File: config.mk
export PLATFORM = sky130hd
export DESIGN_NAME = spi_port
export DESIGN_NICKNAME = d
export VERILOG_FILES = /design/src/rtl/spi_pkg.sv /design/src/rtl/spi_sync.sv /design/src/rtl/spi_clkdiv.sv /design/src/rtl/spi_regs.sv /design/src/rtl/spi_engine.sv /design/src/rtl/spi_port.sv
export SDC_FILE = /design/constraint.sdc
export NUM_CORES = 1
export LEC_CHECK = 0
export BUFFER_PORTS_ARGS = -buffer_cell sky130_fd_sc_hd__buf_2
export CAP_MARGIN = 40
export CORE_MARGIN = 4
export CORE_UTILIZATION = 30
export CTS_CLUSTER_SIZE = 28
export DETAILED_ROUTE_END_ITERATION = 8
export PLACE_DENSITY = 0.54
export RECOVER_POWER = 25
export SYNTH_ARGS = -nofsm -noshare
export SYNTH_HDL_FRONTEND = slang
export SYNTH_HIERARCHICAL = 1
export SYNTH_SLANG_ARGS = --single-unit
File: constraint.sdc
create_clock -name clk -period 5.2 [get_ports clk]
set_input_delay 0.26 -clock clk [delete_from_list [all_inputs] [get_ports clk]]
set_output_delay 0.26 -clock clk [all_outputs]
set_load 0.05 [all_outputs]
File: src/rtl/spi_pkg.sv
`timescale 1ns/1ps
// Shared types and register addresses for the SPI port.
// Assumes an 8-bit control word whose bit order is decoded by software.
package spi_pkg;

    typedef struct packed {
        logic       irq_en;     // bit 7
        logic       en;         // bit 6
        logic       lsb_first;  // bit 5
        logic       master;     // bit 4
        logic       cpol;       // bit 3
        logic       cpha;       // bit 2
        logic [1:0] rate;       // bits 1:0
    } spi_ctrl_t;

    localparam logic [1:0] ADDR_CTRL = 2'd0;
    localparam logic [1:0] ADDR_STAT = 2'd1;
    localparam logic [1:0] ADDR_DATA = 2'd2;

endpackage

File: src/rtl/spi_sync.sv
`timescale 1ns/1ps
// Multi-stage level synchronizer for a vector of asynchronous inputs.
// Assumes each bit is an independent level; no bus coherency is implied.
module spi_sync #(
    parameter int             W       = 1,
    parameter int             STAGES  = 2,
    parameter logic [W-1:0]   RST_VAL = '0
) (
    input  logic         clk,
    input  logic         rst_n,
    input  logic [W-1:0] d,
    output logic [W-1:0] q
);

    logic [W-1:0] stage [STAGES];

    genvar g;
    generate
        for (g = 0; g < STAGES; g++) begin : g_stage
            if (g == 0) begin : g_first
                // First flop captures the raw input.
                always_ff @(posedge clk) begin
                    if (!rst_n) stage[0] <= RST_VAL;
                    else        stage[0] <= d;
                end
            end else begin : g_next
                // Later flops pass the level along the chain.
                always_ff @(posedge clk) begin
                    if (!rst_n) stage[g] <= RST_VAL;
                    else        stage[g] <= stage[g-1];
                end
            end
        end
    endgenerate

    assign q = stage[STAGES-1];

endmodule

File: src/rtl/spi_clkdiv.sv
`timescale 1ns/1ps
// Half-period tick generator for the master serial clock.
// Assumes run stays high for a whole transfer; the count restarts when it drops.
module spi_clkdiv #(
    parameter int HALF0 = 2,
    parameter int HALF1 = 8,
    parameter int HALF2 = 32,
    parameter int HALF3 = 64
) (
    input  logic       clk,
    input  logic       rst_n,
    input  logic       run,
    input  logic [1:0] rate,
    output logic       tick
);

    localparam int CW = $clog2(HALF3) + 1;

    logic [CW-1:0] cnt;
    logic [CW-1:0] lim;

    // Pick the terminal count for the selected rate.
    always_comb begin
        case (rate)
            2'd0:    lim = CW'(HALF0 - 1);
            2'd1:    lim = CW'(HALF1 - 1);
            2'd2:    lim = CW'(HALF2 - 1);
            default: lim = CW'(HALF3 - 1);
        endcase
    end

    // Count system clocks within one half period.
    always_ff @(posedge clk) begin
        if (!rst_n)                 cnt <= '0;
        else if (!run || cnt == lim) cnt <= '0;
        else                        cnt <= cnt + 1'b1;
    end

    assign tick = run && (cnt == lim);

endmodule

File: src/rtl/spi_regs.sv
`timescale 1ns/1ps
// Register file: control, status flag with two-step clear, data buffers, irq.
// Assumes one register access per cycle; a flag set wins over a clear.
module spi_regs
    import spi_pkg::*;
#(
    parameter int DW = 8
) (
    input  logic          clk,
    input  logic          rst_n,
    input  logic [1:0]    reg_addr,
    input  logic          reg_wr,
    input  logic          reg_rd,
    input  logic [7:0]    reg_wdata,
    output logic [7:0]    reg_rdata,
    input  logic          gie,
    output logic          irq,
    input  logic          busy,
    input  logic          done,
    input  logic          fault,
    input  logic [DW-1:0] rx_byte,
    output spi_ctrl_t     ctrl,
    output logic [DW-1:0] txbuf,
    output logic          start,
    output logic          flag
);

    logic          armed;
    logic [DW-1:0] rxbuf;
    logic          data_acc;
    logic          stat_rd;

    assign data_acc = (reg_wr || reg_rd) && (reg_addr == ADDR_DATA);
    assign stat_rd  = reg_rd && (reg_addr == ADDR_STAT);

    // Control register; a mode fault drops the master bit after any write.
    always_ff @(posedge clk) begin
        if (!rst_n) begin
            ctrl <= '0;
        end else begin
            if (reg_wr && reg_addr == ADDR_CTRL) ctrl <= spi_ctrl_t'(reg_wdata);
            if (fault) ctrl.master <= 1'b0;
        end
    end

    // Transmit and receive byte buffers.
    always_ff @(posedge clk) begin
        if (!rst_n) begin
            txbuf <= '0;
            rxbuf <= '0;
        end else begin
            if (reg_wr && reg_addr == ADDR_DATA) txbuf <= reg_wdata[DW-1:0];
            if (done) rxbuf <= rx_byte;
        end
    end

    // Completion flag and the status-read arm for its clear.
    always_ff @(posedge clk) begin
        if (!rst_n) begin
            flag  <= 1'b0;
            armed <= 1'b0;
        end else begin
            if (done || fault)        flag <= 1'b1;
            else if (armed && data_acc) flag <= 1'b0;

            if (stat_rd && flag)      armed <= 1'b1;
            else if (data_acc || !flag) armed <= 1'b0;
        end
    end

    assign start = reg_wr && (reg_addr == ADDR_DATA) && ctrl.en && ctrl.master
                   && !busy && !fault;

    assign irq = flag && ctrl.irq_en && gie;

    // Combinational read mux.
    always_comb begin
        case (reg_addr)
            ADDR_CTRL: reg_rdata = ctrl;
            ADDR_STAT: reg_rdata = {flag, 7'b0};
            ADDR_DATA: reg_rdata = 8'(rxbuf);
            default:   reg_rdata = '0;
        endcase
    end

endmodule

File: src/rtl/spi_engine.sv
`timescale 1ns/1ps
// Shift engine shared by master and slave roles.
// Master edges come from the divider tick; slave edges come from the
// synchronized serial clock. Assumes slave inputs are already synchronized.
module spi_engine
    import spi_pkg::*;
#(
    parameter int DW = 8
) (
    input  logic          clk,
    input  logic          rst_n,
    input  spi_ctrl_t     ctrl,
    input  logic          start,
    input  logic [DW-1:0] start_byte,
    input  logic [DW-1:0] txbuf,
    input  logic          tick,
    input  logic          sck_s,
    input  logic          mosi_s,
    input  logic          ss_s,
    input  logic          miso_i,
    output logic          sck_o,
    output logic          sck_oe,
    output logic          mosi_o,
    output logic          mosi_oe,
    output logic          miso_o,
    output logic          miso_oe,
    output logic          busy,
    output logic          done,
    output logic          fault,
    output logic [DW-1:0] rx_byte
);

    localparam int             EW        = $clog2(2 * DW);
    localparam int             NW        = $clog2(DW) + 1;
    localparam logic [EW-1:0]  LAST_EDGE = EW'(2 * DW - 1);
    localparam logic [NW-1:0]  LAST_SAMP = NW'(DW - 1);
    localparam logic [NW-1:0]  FULL_SAMP = NW'(DW);

    logic [DW-1:0] tx_sr;
    logic [DW-1:0] rx_sr;
    logic [EW-1:0] edge_cnt;
    logic [NW-1:0] nsamp;
    logic          sck_t;
    logic          sck_prev;
    logic          slave_act;
    logic          m_ev, m_lead, m_trail;
    logic          s_lead, s_trail;
    logic          ev_lead, ev_trail;
    logic          smp, chg, do_shift;
    logic          in_bit, out_bit;
    logic          slave_last;

    assign fault     = ctrl.en && ctrl.master && !ss_s;
    assign slave_act = ctrl.en && !ctrl.master && !ss_s;

    // Edge events from both clock sources.
    assign m_ev     = busy && tick;
    assign m_lead   = m_ev && !edge_cnt[0];
    assign m_trail  = m_ev &&  edge_cnt[0];
    assign s_lead   = slave_act && (sck_prev == ctrl.cpol) && (sck_s != ctrl.cpol);
    assign s_trail  = slave_act && (sck_prev != ctrl.cpol) && (sck_s == ctrl.cpol);
    assign ev_lead  = m_lead  || s_lead;
    assign ev_trail = m_trail || s_trail;

    // Phase picks which edge samples and which edge shifts.
    assign smp      = ctrl.cpha ? ev_trail : ev_lead;
    assign chg      = ctrl.cpha ? ev_lead  : ev_trail;
    assign do_shift = chg && (nsamp != '0) && (nsamp != FULL_SAMP);

    assign in_bit     = ctrl.master ? miso_i : mosi_s;
    assign out_bit    = ctrl.lsb_first ? tx_sr[0] : tx_sr[DW-1];
    assign slave_last = smp && !ctrl.master && (nsamp == LAST_SAMP);

    // Transfer sequencing, shifting and sampling.
    always_ff @(posedge clk) begin
        if (!rst_n) begin
            busy     <= 1'b0;
            done     <= 1'b0;
            sck_t    <= 1'b0;
            edge_cnt <= '0;
            nsamp    <= '0;
            tx_sr    <= '0;
            rx_sr    <= '0;
        end else begin
            done <= 1'b0;
            if (!ctrl.en || fault) begin
                busy     <= 1'b0;
                sck_t    <= 1'b0;
                edge_cnt <= '0;
                nsamp    <= '0;
                tx_sr    <= txbuf;
            end else if (start) begin
                busy     <= 1'b1;
                sck_t    <= 1'b0;
                edge_cnt <= '0;
                nsamp    <= '0;
                tx_sr    <= start_byte;
            end else if (!ctrl.master && ss_s) begin
                nsamp    <= '0;
                tx_sr    <= txbuf;
            end else begin
                if (m_ev) begin
                    sck_t    <= !sck_t;
                    edge_cnt <= edge_cnt + 1'b1;
                    if (edge_cnt == LAST_EDGE) begin
                        busy <= 1'b0;
                        done <= 1'b1;
                    end
                end
                if (smp) begin
                    rx_sr <= ctrl.lsb_first ? {in_bit, rx_sr[DW-1:1]}
                                            : {rx_sr[DW-2:0], in_bit};
                    if (slave_last) begin
                        nsamp <= '0;
                        done  <= 1'b1;
                        tx_sr <= txbuf;
                    end else begin
                        nsamp <= nsamp + 1'b1;
                    end
                end else if (do_shift) begin
                    tx_sr <= ctrl.lsb_first ? {1'b0, tx_sr[DW-1:1]}
                                            : {tx_sr[DW-2:0], 1'b0};
                end
            end
        end
    end

    // Previous synchronized slave clock for edge detection.
    always_ff @(posedge clk) begin
        if (!rst_n) sck_prev <= 1'b0;
        else        sck_prev <= sck_s;
    end

    // Registered pin drive enables.
    always_ff @(posedge clk) begin
        if (!rst_n) begin
            sck_oe  <= 1'b0;
            mosi_oe <= 1'b0;
            miso_oe <= 1'b0;
        end else begin
            sck_oe  <= ctrl.en && ctrl.master;
            mosi_oe <= ctrl.en && ctrl.master;
            miso_oe <= slave_act;
        end
    end

    assign sck_o   = ctrl.cpol ^ sck_t;
    assign mosi_o  = out_bit;
    assign miso_o  = out_bit;
    assign rx_byte = rx_sr;

endmodule

File: src/rtl/spi_port.sv
`timescale 1ns/1ps
// SPI port top: register file, master clock divider, input synchronizers
// and the shared shift engine. Assumes pads and muxing live outside.
module spi_port
    import spi_pkg::*;
#(
    parameter int DW          = 8,
    parameter int SYNC_STAGES = 2,
    parameter int HALF0       = 2,
    parameter int HALF1       = 8,
    parameter int HALF2       = 32,
    parameter int HALF3       = 64
) (
    input  logic       clk,
    input  logic       rst_n,
    input  logic [1:0] reg_addr,
    input  logic       reg_wr,
    input  logic       reg_rd,
    input  logic [7:0] reg_wdata,
    output logic [7:0] reg_rdata,
    input  logic       gie,
    output logic       irq,
    input  logic       sck_i,
    output logic       sck_o,
    output logic       sck_oe,
    input  logic       mosi_i,
    output logic       mosi_o,
    output logic       mosi_oe,
    input  logic       miso_i,
    output logic       miso_o,
    output logic       miso_oe,
    input  logic       ss_n_i
);

    spi_ctrl_t     ctrl_q;
    logic [DW-1:0] txbuf;
    logic [DW-1:0] rx_byte;
    logic          start;
    logic          flag_q;
    logic          busy;
    logic          done_q;
    logic          fault;
    logic          tick;
    logic          ss_s, sck_s, mosi_s;

    spi_regs #(.DW(DW)) u_regs (
        .clk       (clk),
        .rst_n     (rst_n),
        .reg_addr  (reg_addr),
        .reg_wr    (reg_wr),
        .reg_rd    (reg_rd),
        .reg_wdata (reg_wdata),
        .reg_rdata (reg_rdata),
        .gie       (gie),
        .irq       (irq),
        .busy      (busy),
        .done      (done_q),
        .fault     (fault),
        .rx_byte   (rx_byte),
        .ctrl      (ctrl_q),
        .txbuf     (txbuf),
        .start     (start),
        .flag      (flag_q)
    );

    spi_sync #(.W(3), .STAGES(SYNC_STAGES), .RST_VAL(3'b100)) u_sync (
        .clk   (clk),
        .rst_n (rst_n),
        .d     ({ss_n_i, sck_i, mosi_i}),
        .q     ({ss_s, sck_s, mosi_s})
    );

    spi_clkdiv #(.HALF0(HALF0), .HALF1(HALF1), .HALF2(HALF2), .HALF3(HALF3)) u_div (
        .clk   (clk),
        .rst_n (rst_n),
        .run   (busy),
        .rate  (ctrl_q.rate),
        .tick  (tick)
    );

    spi_engine #(.DW(DW)) u_eng (
        .clk        (clk),
        .rst_n      (rst_n),
        .ctrl       (ctrl_q),
        .start      (start),
        .start_byte (reg_wdata[DW-1:0]),
        .txbuf      (txbuf),
        .tick       (tick),
        .sck_s      (sck_s),
        .mosi_s     (mosi_s),
        .ss_s       (ss_s),
        .miso_i     (miso_i),
        .sck_o      (sck_o),
        .sck_oe     (sck_oe),
        .mosi_o     (mosi_o),
        .mosi_oe    (mosi_oe),
        .miso_o     (miso_o),
        .miso_oe    (miso_oe),
        .busy       (busy),
        .done       (done_q),
        .fault      (fault),
        .rx_byte    (rx_byte)
    );

endmodule

==> flow_summary.html <==
<table>
<tr><th>Metric</th><th>Value</th></tr>
<tr><th colspan="2">Critical path</th></tr>
<tr><td>Max FO, Critical Path</td><td>~50</td></tr>
<tr><td>Required time at the worst-slack endpoint</td><td>5.47 ns</td></tr>
<tr><td>CP startpoint</td><td>rst_n</td></tr>
<tr><td>Slack of the worst reg-to-reg path</td><td>2.32 ns</td></tr>
<tr><td>WS Path Type</td><td>primary input to register</td></tr>
<tr><td>Kind of start point of the critical path</td><td>primary input</td></tr>
<tr><td>Crit path capture type</td><td>register</td></tr>
<tr><td>Data arrival at the endpoint of the critical path</td><td>3.27 ns</td></tr>
<tr><td>Reg-to-Reg Start</td><td>u_regs/ctrl[1]</td></tr>
<tr><th colspan="2">Detailed routing</th></tr>
<tr><td>Routed WL</td><td>8470 um</td></tr>
<tr><td>Via-per-instance ratio</td><td>approximately 5.1</td></tr>
<tr><td>Detailed-route via count</td><td>approximately 2800</td></tr>
<tr><td>Initial detailed-routing violation count</td><td>~140</td></tr>
<tr><td>Iteration count of the initial detailed-routing pass</td><td>5</td></tr>
<tr><td>Post-route antenna net violation count</td><td>0</td></tr>
<tr><td>DRC violations left</td><td>0</td></tr>
<tr><td>Routed length per placed instance</td><td>15.2 um</td></tr>
<tr><th colspan="2">Clock network</th></tr>
<tr><td>Number of buffers on the longest clock path</td><td>2</td></tr>
<tr><td>PostCTS Resize Cnt</td><td>0</td></tr>
<tr><td>Cell at the root of the clock tree</td><td>sky130_fd_sc_hd__clkbuf_16</td></tr>
<tr><td>Clock transition at the registers of the reported paths</td><td>roughly 0.060 ns</td></tr>
<tr><td>Total clock sinks</td><td>between 60 and 70</td></tr>
<tr><td>H-tree level count</td><td>3</td></tr>
<tr><td>Number of hold buffers added after CTS</td><td>0</td></tr>
<tr><td>Post-CTS Repair Setup Buffers</td><td>0</td></tr>
<tr><td>CTS tree</td><td>done</td></tr>
<tr><td>Number of buffers created by CTS</td><td>9</td></tr>
<tr><td>Insertion delay to the later sink of the worst-skew pair</td><td>0.33 ns</td></tr>
<tr><th colspan="2">Power</th></tr>
<tr><td>Power density over the cells</td><td>306 nW/um^2</td></tr>
<tr><td>Fraction of power spent switching nets</td><td>0.224</td></tr>
<tr><td>Sequential share of power</td><td>0.429</td></tr>
<tr><td>Combinational share of power</td><td>0.059</td></tr>
<tr><td>Relative contribution of the clock network to total power</td><td>0.512</td></tr>
<tr><td>Leakage power</td><td>1.55 nW</td></tr>
<tr><td>Worst-case vdd ir drop</td><td>0.147 mV</td></tr>
<tr><td>Total Power</td><td>1.28 mW</td></tr>
<tr><td>Power dissipated by switching net loads</td><td>~0.29 mW</td></tr>
<tr><td>Design internal power</td><td>0.990 mW</td></tr>
<tr><th colspan="2">Synth</th></tr>
<tr><td>Number of synthesized flops with an enable pin</td><td>0</td></tr>
<tr><td>Primary flip-flop cell chosen by synthesis mapping</td><td>sky130_fd_sc_hd__dfxtp_1</td></tr>
<tr><td>Distinct cells, synth</td><td>54</td></tr>
<tr><td>Area of the mapped netlist</td><td>3610 sq um</td></tr>
<tr><td>Number of synthesis warnings</td><td>6</td></tr>
<tr><td>Synth Register Bits</td><td>69</td></tr>
<tr><td>Fraction of synthesis flops using an asynchronous set or reset pin</td><td>0</td></tr>
<tr><td>Syn Area/Cell</td><td>between 9 and 10 sq um</td></tr>
<tr><td>Part of the Yosys area used for sequential elements</td><td>0.383</td></tr>
<tr><td>Synthesized netlist net count</td><td>about 400</td></tr>
<tr><td>Gate count of the mapped netlist</td><td>382</td></tr>
<tr><th colspan="2">Global route</th></tr>
<tr><td>Remaining global-route overflow</td><td>0</td></tr>
<tr><td>All-layer global routing usage</td><td>0.127</td></tr>
<tr><td>Vias in the first global route</td><td>2865</td></tr>
<tr><td>Initial antenna violation count</td><td>0</td></tr>
<tr><td>Global-route wire length before repair</td><td>approximately 14000 um</td></tr>
<tr><td>Largest net degree at the start of global routing</td><td>52</td></tr>
<tr><th colspan="2">Layout</th></tr>
<tr><td>Diode count</td><td>0</td></tr>
<tr><td>Commonest cells after routing, fill and taps aside</td><td>69 x sky130_fd_sc_hd__dfxtp_1, 51 x sky130_fd_sc_hd__mux2i_1, 37 x sky130_fd_sc_hd__nand2_1, 35 x sky130_fd_sc_hd__nor2_1, 32 x sky130_fd_sc_hd__buf_2</td></tr>
<tr><td>Share of final-layout standard cells stronger than drive strength 1</td><td>0.152</td></tr>
<tr><td>Post-Route Utilization</td><td>0.359</td></tr>
<tr><td>Net count of the finished layout</td><td>between 400 and 500</td></tr>
<tr><td>Area grow syn2layout</td><td>15.5%</td></tr>
<tr><td>Commonest non-fill, non-tap cell in the layout</td><td>sky130_fd_sc_hd__dfxtp_1</td></tr>
<tr><th colspan="2">Floorplanning</th></tr>
<tr><td>Number of cell rows</td><td>39</td></tr>
<tr><td>Die area</td><td>about 14000 sq um</td></tr>
<tr><td>Top-level port count</td><td>34</td></tr>
<tr><td>Starting Density</td><td>0.310</td></tr>
<tr><td>Placeable core area</td><td>11600 sq um</td></tr>
<tr><td>Die boundary height</td><td>118 um</td></tr>
<tr><td>Die span in x</td><td>118 um</td></tr>
<tr><th colspan="2">Placed design</th></tr>
<tr><td>Post-DP HPWL</td><td>6310 um</td></tr>
<tr><td>Routability congestion estimate</td><td>0.825</td></tr>
<tr><td>Total of buffers placed on input and output ports</td><td>33</td></tr>
<tr><th colspan="2">Flow run</th></tr>
<tr><td>Max-Cap Viols</td><td>1</td></tr>
<tr><th colspan="2">Timing</th></tr>
<tr><td>Final Hold Fails</td><td>0</td></tr>
<tr><td>Post-route clock period utilization</td><td>0.577</td></tr>
<tr><td>Worst-case headroom to the max-slew limit</td><td>-0.314</td></tr>
<tr><td>RSZ-0062 raised after global routing</td><td>false</td></tr>
<tr><td>Min Clock Period, post-route</td><td>3.00 ns</td></tr>
<tr><td>Skew final</td><td>0.00660 ns</td></tr>
<tr><td>Actual transition at the worst max-transition pin</td><td>approximately 2.0 ns</td></tr>
<tr><td>Fmax</td><td>~330 MHz</td></tr>
<tr><td>Final-report max-slew violation count</td><td>52</td></tr>
<tr><td>Count of endpoints failing setup in the final report</td><td>0</td></tr>
<tr><td>Final total negative setup slack</td><td>0 ns</td></tr>
<tr><th colspan="2">Hold path</th></tr>
<tr><td>Worst hold-check path type</td><td>primary input to register</td></tr>
<tr><td>Worst hold start</td><td>ss_n_i</td></tr>
<tr><th colspan="2">Status</th></tr>
<tr><td>Violations in the final reports</td><td>max-capacitance violations, max-slew violations</td></tr>
<tr><td>Result of the run</td><td>finished, violations left</td></tr>
</table>
==> flip-flops by register name, indices dropped and copies added, names as in the netlist <==
signal          flops
u_regs/armed        1
u_eng/rx_byte       8
u_eng/tx_sr         8
u_eng/busy          1
u_div/cnt           7
u_eng/sck_prev      1
u_sync/stage        6
u_regs/flag         1
u_eng/edge_cnt      4
u_eng/mosi_oe       1
u_eng/miso_oe       1
u_regs/txbuf        8
u_regs/ctrl         8
u_eng/nsamp         4
u_regs/rxbuf        8
u_eng/sck_t         1
u_eng/done          1
==> kinds of logic after synthesis <==
family                     share of synthesized area
and+or+nand+nor                                0.254
DFF                                            0.383
AOI/OAI and AO/OA                              0.132
muxes                                          0.151
buffers and inverters                         0.0396
xor gates and xnor gates                      0.0267
adders and majority gates                     0.0139
==> through the flow <==
stage                     std cells  cell area (sq um)  setup WS (ns)  hold WS, ns
after floorplan                 382               3610           2.57        0.333
after global placement          540               3840           2.17        0.393
after detailed placement        541               3850           2.01        0.392
after CTS                       557               4180           2.29        0.107
after global routing            557               4170           1.76        0.121
final                           557               4170           2.20        0.114
==> power groups by stage <==
stage | registers (mW) | logic [mW] | clock network, mW
detailed placement | 0.559 | 0.0755 | 0
finish | 0.547 | 0.0750 | 0.653
global placement | 0.560 | 0.0731 | 0
global route | 0.548 | 0.0828 | 0.691
floorplan | 0.555 | 0.0567 | 0
CTS | 0.547 | 0.0757 | 0.671
==> metal layers <==
layer	global-route usage	share of wire
met2	0.200	0.46
met1	0.165	0.48
met3	0.0274	0.035
met5	0	0
met4	0.0586	0.022
==> layout make-up <==
class                      instances  area, sq um
tap                              143          179
clock inverter                     7         98.8
sequential                        69         1380
inverter                           7         26.3
timing repair buffer              35          179
clock buffer                       9          225
fill                            1214         7450
multi-input combinational        287         2080
==> final timing paths <==
path	to	cells past startpoint
min	u_sync/stage[0][2]	2
min reg2reg	u_sync/stage[1][2]	1
max	u_eng/tx_sr[3]	5
max reg2reg	u_eng/tx_sr[2]	9
==> cell usage after synthesis, types with 2 or more instances <==
cell type / n / area share
sky130_fd_sc_hd__a22o_1: 2 / 0.0049
sky130_fd_sc_hd__buf_6: 2 / 0.0062
sky130_fd_sc_hd__a21oi_1: 7 / 0.0097
sky130_fd_sc_hd__a32o_1: 6 / 0.017
sky130_fd_sc_hd__a211oi_1: 8 / 0.017
sky130_fd_sc_hd__inv_1: 7 / 0.0073
sky130_fd_sc_hd__nand4_1: 2 / 0.0035
sky130_fd_sc_hd__nand3_1: 7 / 0.0097
sky130_fd_sc_hd__dfxtp_1: 69 / 0.38
sky130_fd_sc_hd__o22a_1: 6 / 0.015
sky130_fd_sc_hd__nor3b_1: 3 / 0.0062
sky130_fd_sc_hd__a31oi_1: 4 / 0.0069
sky130_fd_sc_hd__nor3b_2: 2 / 0.0069
sky130_fd_sc_hd__or4_1: 3 / 0.0062
sky130_fd_sc_hd__mux2i_1: 51 / 0.14
sky130_fd_sc_hd__nor3_1: 10 / 0.014
sky130_fd_sc_hd__mux2_2: 2 / 0.0062
sky130_fd_sc_hd__and3_1: 6 / 0.010
sky130_fd_sc_hd__buf_4: 7 / 0.015
sky130_fd_sc_hd__buf_2: 2 / 0.0028
sky130_fd_sc_hd__nor2_1: 35 / 0.036
sky130_fd_sc_hd__nand3b_1: 6 / 0.012
sky130_fd_sc_hd__a221oi_2: 2 / 0.0083
sky130_fd_sc_hd__xor2_1: 5 / 0.012
sky130_fd_sc_hd__o311ai_0: 2 / 0.0049
sky130_fd_sc_hd__nor4_4: 2 / 0.012
sky130_fd_sc_hd__o21ai_0: 3 / 0.0042
sky130_fd_sc_hd__nand2_1: 37 / 0.039
sky130_fd_sc_hd__buf_1: 2 / 0.0021
sky130_fd_sc_hd__a2111oi_0: 5 / 0.012
sky130_fd_sc_hd__and3b_1: 5 / 0.012
sky130_fd_sc_hd__xnor2_1: 6 / 0.015
sky130_fd_sc_hd__o21ai_2: 2 / 0.0049
sky130_fd_sc_hd__clkbuf_1: 5 / 0.0052
sky130_fd_sc_hd__nor2b_1: 14 / 0.024
sky130_fd_sc_hd__nand2b_1: 5 / 0.0087
sky130_fd_sc_hd__and2_1: 15 / 0.026
sky130_fd_sc_hd__or3_1: 6 / 0.010
sky130_fd_sc_hd__ha_1: 4 / 0.014
==> critical path, stage by stage <==
cell and delay, ns:
sky130_fd_sc_hd__buf_2 0.07, sky130_fd_sc_hd__clkbuf_1 1.39, sky130_fd_sc_hd__inv_1 0.72, sky130_fd_sc_hd__a211oi_2 0.57
sky130_fd_sc_hd__a32o_1 0.23
Power figures use the tool's default switching activity.
